File: src/rtl/irq_ctl_pkg.sv
package irq_ctl_pkg;
  localparam int unsigned ADDR_W = 3;
  localparam logic [ADDR_W-1:0] IDX_MASTER = 3'd0;
  localparam logic [ADDR_W-1:0] IDX_EN_LO  = 3'd1;
  localparam logic [ADDR_W-1:0] IDX_EN_HI  = 3'd2;
  localparam logic [ADDR_W-1:0] IDX_FL_LO  = 3'd3;
  localparam logic [ADDR_W-1:0] IDX_FL_HI  = 3'd4;
endpackage

File: src/rtl/irq_ctl_regs.sv
module irq_ctl_regs
  import irq_ctl_pkg::*;
#(
  parameter int unsigned HALF_W = 16
) (
  input  logic                  clk_i,
  input  logic                  rst_ni,
  input  logic                  we_i,
  input  logic                  wide_i,
  input  logic [ADDR_W-1:0]     addr_i,
  input  logic [2*HALF_W-1:0]   wdata_i,
  output logic                  me_o,
  output logic [2*HALF_W-1:0]   en_o,
  output logic [2*HALF_W-1:0]   clr_o
);
  localparam int unsigned W = 2 * HALF_W;

  logic [HALF_W-1:0] lo_d, hi_d;
  logic              hit_me, hit_en_lo, hit_en_hi, hit_fl_lo, hit_fl_hi;
  logic              me_q;
  logic [W-1:0]      en_q;

  assign lo_d = wdata_i[HALF_W-1:0];
  assign hi_d = wdata_i[W-1:HALF_W];

  assign hit_me    = we_i && (addr_i == IDX_MASTER);
  assign hit_en_lo = we_i && (addr_i == IDX_EN_LO);
  assign hit_en_hi = we_i && ((addr_i == IDX_EN_HI) || ((addr_i == IDX_EN_LO) && wide_i));
  assign hit_fl_lo = we_i && (addr_i == IDX_FL_LO);
  assign hit_fl_hi = we_i && ((addr_i == IDX_FL_HI) || ((addr_i == IDX_FL_LO) && wide_i));

  always_ff @(posedge clk_i or negedge rst_ni) begin
    if (!rst_ni) begin
      me_q <= 1'b0;
      en_q <= '0;
    end else begin
      if (hit_me)    me_q               <= lo_d[0];
      if (hit_en_lo) en_q[HALF_W-1:0]   <= lo_d;
      if (hit_en_hi) en_q[W-1:HALF_W]   <= (addr_i == IDX_EN_LO) ? hi_d : lo_d;
    end
  end

  // clear masks for the flag bank, one per half
  always_comb begin
    clr_o = '0;
    if (hit_fl_lo) clr_o[HALF_W-1:0] = lo_d;
    if (hit_fl_hi) clr_o[W-1:HALF_W] = (addr_i == IDX_FL_LO) ? hi_d : lo_d;
  end

  assign me_o = me_q;
  assign en_o = en_q;
endmodule

File: src/rtl/irq_flag_bank.sv
module irq_flag_bank #(
  parameter int unsigned NUM_SRC = 32
) (
  input  logic               clk_i,
  input  logic               rst_ni,
  input  logic [NUM_SRC-1:0] src_i,
  input  logic [NUM_SRC-1:0] clr_i,
  output logic [NUM_SRC-1:0] fl_o
);
  logic [NUM_SRC-1:0] fl_q;

  for (genvar i = 0; i < NUM_SRC; i++) begin : g_flag
    always_ff @(posedge clk_i or negedge rst_ni) begin
      if (!rst_ni) fl_q[i] <= 1'b0;
      else         fl_q[i] <= (fl_q[i] & ~clr_i[i]) | src_i[i]; // set beats clear
    end
  end

  assign fl_o = fl_q;
endmodule

File: src/rtl/irq_req_gen.sv
module irq_req_gen #(
  parameter int unsigned NUM_SRC = 32
) (
  input  logic               clk_i,
  input  logic               rst_ni,
  input  logic               me_i,
  input  logic [NUM_SRC-1:0] en_i,
  input  logic [NUM_SRC-1:0] fl_i,
  input  logic [NUM_SRC-1:0] src_i,
  output logic               irq_o,
  output logic               wake_o
);
  logic irq_q, wake_q;

  always_ff @(posedge clk_i or negedge rst_ni) begin
    if (!rst_ni) begin
      irq_q  <= 1'b0;
      wake_q <= 1'b0;
    end else begin
      irq_q  <= me_i && (|(en_i & fl_i));
      wake_q <= |src_i; // ungated by design
    end
  end

  assign irq_o  = irq_q;
  assign wake_o = wake_q;
endmodule

File: src/rtl/irq_ctl.sv
module irq_ctl
  import irq_ctl_pkg::*;
#(
  parameter int unsigned HALF_W = 16
) (
  input  logic                clk_i,
  input  logic                rst_ni,
  input  logic [2*HALF_W-1:0] src_i,
  input  logic                we_i,
  input  logic                wide_i,
  input  logic [ADDR_W-1:0]   addr_i,
  input  logic [2*HALF_W-1:0] wdata_i,
  output logic [HALF_W-1:0]   rdata_o,
  output logic                irq_o,
  output logic                wake_o
);
  localparam int unsigned NUM_SRC = 2 * HALF_W;

  logic               me_q;
  logic [NUM_SRC-1:0] en_q, fl_q, clr;

  irq_ctl_regs #(.HALF_W(HALF_W)) u_regs (
    .clk_i, .rst_ni, .we_i, .wide_i, .addr_i, .wdata_i,
    .me_o(me_q), .en_o(en_q), .clr_o(clr)
  );

  irq_flag_bank #(.NUM_SRC(NUM_SRC)) u_flags (
    .clk_i, .rst_ni, .src_i, .clr_i(clr), .fl_o(fl_q)
  );

  irq_req_gen #(.NUM_SRC(NUM_SRC)) u_req (
    .clk_i, .rst_ni, .me_i(me_q), .en_i(en_q), .fl_i(fl_q), .src_i,
    .irq_o, .wake_o
  );

  always_comb begin
    unique case (addr_i)
      IDX_MASTER: rdata_o = {{(HALF_W-1){1'b0}}, me_q};
      IDX_EN_LO:  rdata_o = en_q[HALF_W-1:0];
      IDX_EN_HI:  rdata_o = en_q[NUM_SRC-1:HALF_W];
      IDX_FL_LO:  rdata_o = fl_q[HALF_W-1:0];
      IDX_FL_HI:  rdata_o = fl_q[NUM_SRC-1:HALF_W];
      default:    rdata_o = '0;
    endcase
  end
endmodule

File: config.mk
export PLATFORM = sky130hd
export DESIGN_NAME = irq_ctl
export DESIGN_NICKNAME = d
export VERILOG_FILES = /design/src/rtl/irq_ctl_pkg.sv /design/src/rtl/irq_ctl_regs.sv /design/src/rtl/irq_flag_bank.sv /design/src/rtl/irq_req_gen.sv /design/src/rtl/irq_ctl.sv
export SDC_FILE = /design/constraint.sdc
export NUM_CORES = 1
export LEC_CHECK = 0
export BUFFER_PORTS_ARGS = -buffer_cell sky130_fd_sc_hd__buf_2
export CAP_MARGIN = 20
export CELL_PAD_IN_SITES_DETAIL_PLACEMENT = 0
export CELL_PAD_IN_SITES_GLOBAL_PLACEMENT = 1
export CORE_UTILIZATION = 45
export DETAILED_ROUTE_END_ITERATION = 10
export PLACE_DENSITY = 0.85
export SYNTH_ARGS = -nofsm -noshare
export SYNTH_HDL_FRONTEND = slang
export SYNTH_SLANG_ARGS = --single-unit
File: constraint.sdc
create_clock -name clk_i -period 2.95 [get_ports clk_i]
set_input_delay 0.1475 -clock clk_i [delete_from_list [all_inputs] [get_ports clk_i]]
set_output_delay 0.1475 -clock clk_i [all_outputs]
set_load 0.005 [all_outputs]
==> flow_metrics.py <==
metrics = {
    "worst_hold_path": {
        "worstHoldStart": "src_i[13]",
        "whs_endpoint": "u_flags.fl_o[13]",
        "hold_path_class": "in2reg",
        "worst_hold_path.num_cells": 2,
    },
    "clock_tree": {
        "insertion_delay_ps": 340,
        "cts-root-buf": "clkbuf_8",
        "htree_levels": 3,
        "cts_tree": "built",
        "cts_sinks": 67,
        "numCtsBuffers": 9,
        "cts.clk_slew.worst_paths_ps": 70,
        "cts_resized": 0,
        "clockBufferDepth": 2,
    },
    "floorplanning": {
        "start_util_pct": 46.5,
        "die-area_um2": 8340,
        "design.core.area_um2": 7730,
        "io_pins": 89,
        "die_w_um": 91.3,
        "rows": 32,
        "die_h_um": 91.3,
    },
    "power": {
        "power_w": 0.00225,
        "powerDensity_nw_per_um2": 521,
        "switchingPower_w": 0.000645,
        "swShare_pct": 28.7,
        "p_int_w": 0.00161,
        "combPwrFrac_pct": 19.9,
        "cellLeakagePower_nw": 1.86,
        "power_frac_clock_pct": 29.0,
        "seqPwrFrac_pct": 51.1,
        "peakVddDrop_mv": 0.252,
    },
    "route": {
        "drtPass1Iterations": 5,
        "num_vias": 3046,
        "wirelength_um": 10200,
        "drt-initial-drc-count": 202,
        "wl_per_cell_um": 19.5,
        "vias_per_cell": 5.82,
        "remaining_drc_errors": 0,
        "antenna_left": 0,
    },
    "worst_setup_path": {
        "cp-end-kind": "output pin",
        "cp_max_fo": 12,
        "r2r_start": "u_regs.en_o[4]",
        "crit_arrival_ps": 1590,
        "critPathKind": "in2out",
        "critPathSlowestCell": "nor3b_2",
        "worst-path-buf-inv": 3,
        "cp.required_ps": 2800,
        "crit_path_frequent_cell": "buf_2",
        "slowest_delay_ps": 570,
        "r2r-end": "u_req.irq_o",
        "start_kind": "primary input",
        "path_cells": "buf_2 > nor3b_2 > buf_4 > a22oi_1 > nand2_1 > buf_2",
        "crit_family": "simple AND/OR/NAND/NOR gates",
        "reg2reg_depth": 3,
        "reg2reg_slack_ps": 1510,
    },
    "synthesis": {
        "synth_cell_types": 29,
        "ys_seq_elements": 67,
        "netlist_instances": 325,
        "syn-num-nets": 396,
        "yosys_warnings": 0,
        "ys_seq_area_share_pct": 46.7,
        "synth.avg_cell_area_um2": 11.0,
        "syn_area_um2": 3590,
    },
    "sta": {
        "finalHoldViolations": 0,
        "max_freq_ghz": 0.574,
        "period_share_pct": 59.0,
        "rsz0062_at_grt": "no",
        "fin_worst_skew_ps": 3.56,
        "finalSetupTns_ps": 0,
        "worst_pin_slew_ps": 808,
        "setup_violations": 0,
        "period_minus_slack_ps": 1740,
        "relSlewSlack_pct": 46.1,
        "drv_slew": 0,
    },
    "placed_design": {
        "hpwl_um": 7410,
        "port_buffers": 88,
        "place_congestion": 0.832,
    },
    "layout": {
        "drive_gt1_share_pct": 42.3,
        "diodes": 0,
        "synthToLayoutAreaGrowth_pct": 20.2,
        "fin_nets": 488,
    },
    "run_status": {
        "status": "completed",
    },
    "global_route": {
        "grt_first_pass_wirelength_um": 16000,
        "track_usage_pct": 25.8,
        "grt-ovfl-total": 0,
        "grt_pass1_vias": 2966,
        "antenna_found_initial": 0,
        "grt_max_degree": 39,
    },
    "job": {
        "maxCapViolCount": 0,
    },
}
-- stage by stage --
step	instance area [µm²]	hold WS (ps)	worst slack [ps]	util [%]	std cells
global placement	4110	191	888	53.1	503
finish	4320	10.0	1210	55.8	523
floorplan	3590	-148	1430	-	325
detailed placement	4110	192	861	53.1	503
global route	4320	5.55	1110	55.8	523
CTS	4320	4.48	1220	55.8	523
-- sequential cells by signal, summed over array words and instances (netlist names) --
register / cells
u_regs.en_o: 32
u_req.irq_o: 1
u_flags.fl_o: 32
u_regs.me_o: 1
u_req.wake_o: 1
-- power by group through the flow --
| stage | clock (W) | combinational, W | sequential [W] |
|---|---|---|---|
| after floorplan | 0 | 0.000273 | 0.00113 |
| after global placement | 0 | 0.000431 | 0.00116 |
| after detailed placement | 0 | 0.000443 | 0.00116 |
| after CTS | 0.000665 | 0.000449 | 0.00115 |
| after global routing | 0.000708 | 0.000493 | 0.00116 |
| final | 0.000653 | 0.000447 | 0.00115 |
-- synth_stat cells (all sizes together) --
cell type  instances  area share [%]
dfrtp             67              47
mux2              65              20
a22oi             46             9.6
nand2             31             3.2
a21o              16             3.3
a31oi             16             2.8
inv               16             1.7
nor2              16             1.7
buf               12             2.3
nor4               8             1.4
clkbuf             6            0.63
nand4              6             1.0
nor3b              3             1.2
o21a               3            0.66
and4b              2            0.56
mux2i              2            0.56
nand3b             2            0.52
o21ai              2            0.28
and2               1            0.17
and3b              1            0.24
nor4b              1            0.24
nor4bb             1            0.28
o41a               1            0.31
or2                1            0.17
-- cells in the final DEF (no fill, tap or decap), types with 2 or more instances in the layout --
master / netlist / layout
dlygate4sd3_1: 0 / 5
inv_1: 16 / 16
a21o_1: 16 / 16
a31oi_1: 16 / 16
nand4_1: 6 / 6
nor4_1: 8 / 8
dfrtp_1: 67 / 67
clkbuf_1: 6 / 2
a22oi_1: 46 / 46
clkbuf_8: 0 / 10
buf_2: 5 / 88
buf_4: 6 / 6
nand2_1: 31 / 31
o21ai_0: 2 / 2
mux2i_1: 2 / 2
mux2_2: 65 / 65
nor3b_4: 1 / 2
and4b_1: 2 / 2
o21a_1: 2 / 2
clkinv_2: 0 / 3
nor2_1: 16 / 16
-- worst max path at each step --
stage	slack (ps)	startpoint	endpoint	cells after the start
after floorplan	1430	addr_i[0]	u_regs.en_o[18]	5
after global placement	890	addr_i[1]	u_regs.en_o[22]	5
after detailed placement	860	addr_i[1]	u_regs.en_o[28]	5
after CTS	1220	addr_i[1]	u_regs.en_o[22]	5
after global routing	1110	addr_i[1]	u_regs.en_o[28]	5
final	1210	addr_i[2]	rdata_o[3]	6
-- logic make-up after synthesis --
kind of cell | synth area share, %
AOI/OAI and AO/OA | 17.0
and+or+nand+nor | 10.8
muxes | 20.9
DFF | 46.7
buffers and inverters | 4.57
-- area by class of cell --
cell class	instances	area (µm²)
clock inverter	3	15.0
multi-input combinational	224	1760
tap	102	128
fill	682	3410
timing repair buffer	99	536
inverter	16	60.1
sequential	67	1680
clock buffer	12	145
-- metal layers --
layer / GRT usage (%) / up-vias / wire (µm)
met5: 0 / - / 0
li1: - / 1405 / -
met4: 9.26 / 0 / 181
met3: 4.44 / 15 / 560
met1: 36.2 / 1511 / 4530
met2: 40.2 / 115 / 4900
-- timing repair --
action | CTS | global route
hold buffers | 5 | 0
endpoints found under the hold margin | 71 | 0
setup buffers | 0 | 0
(Power assumes the default switching activity.)
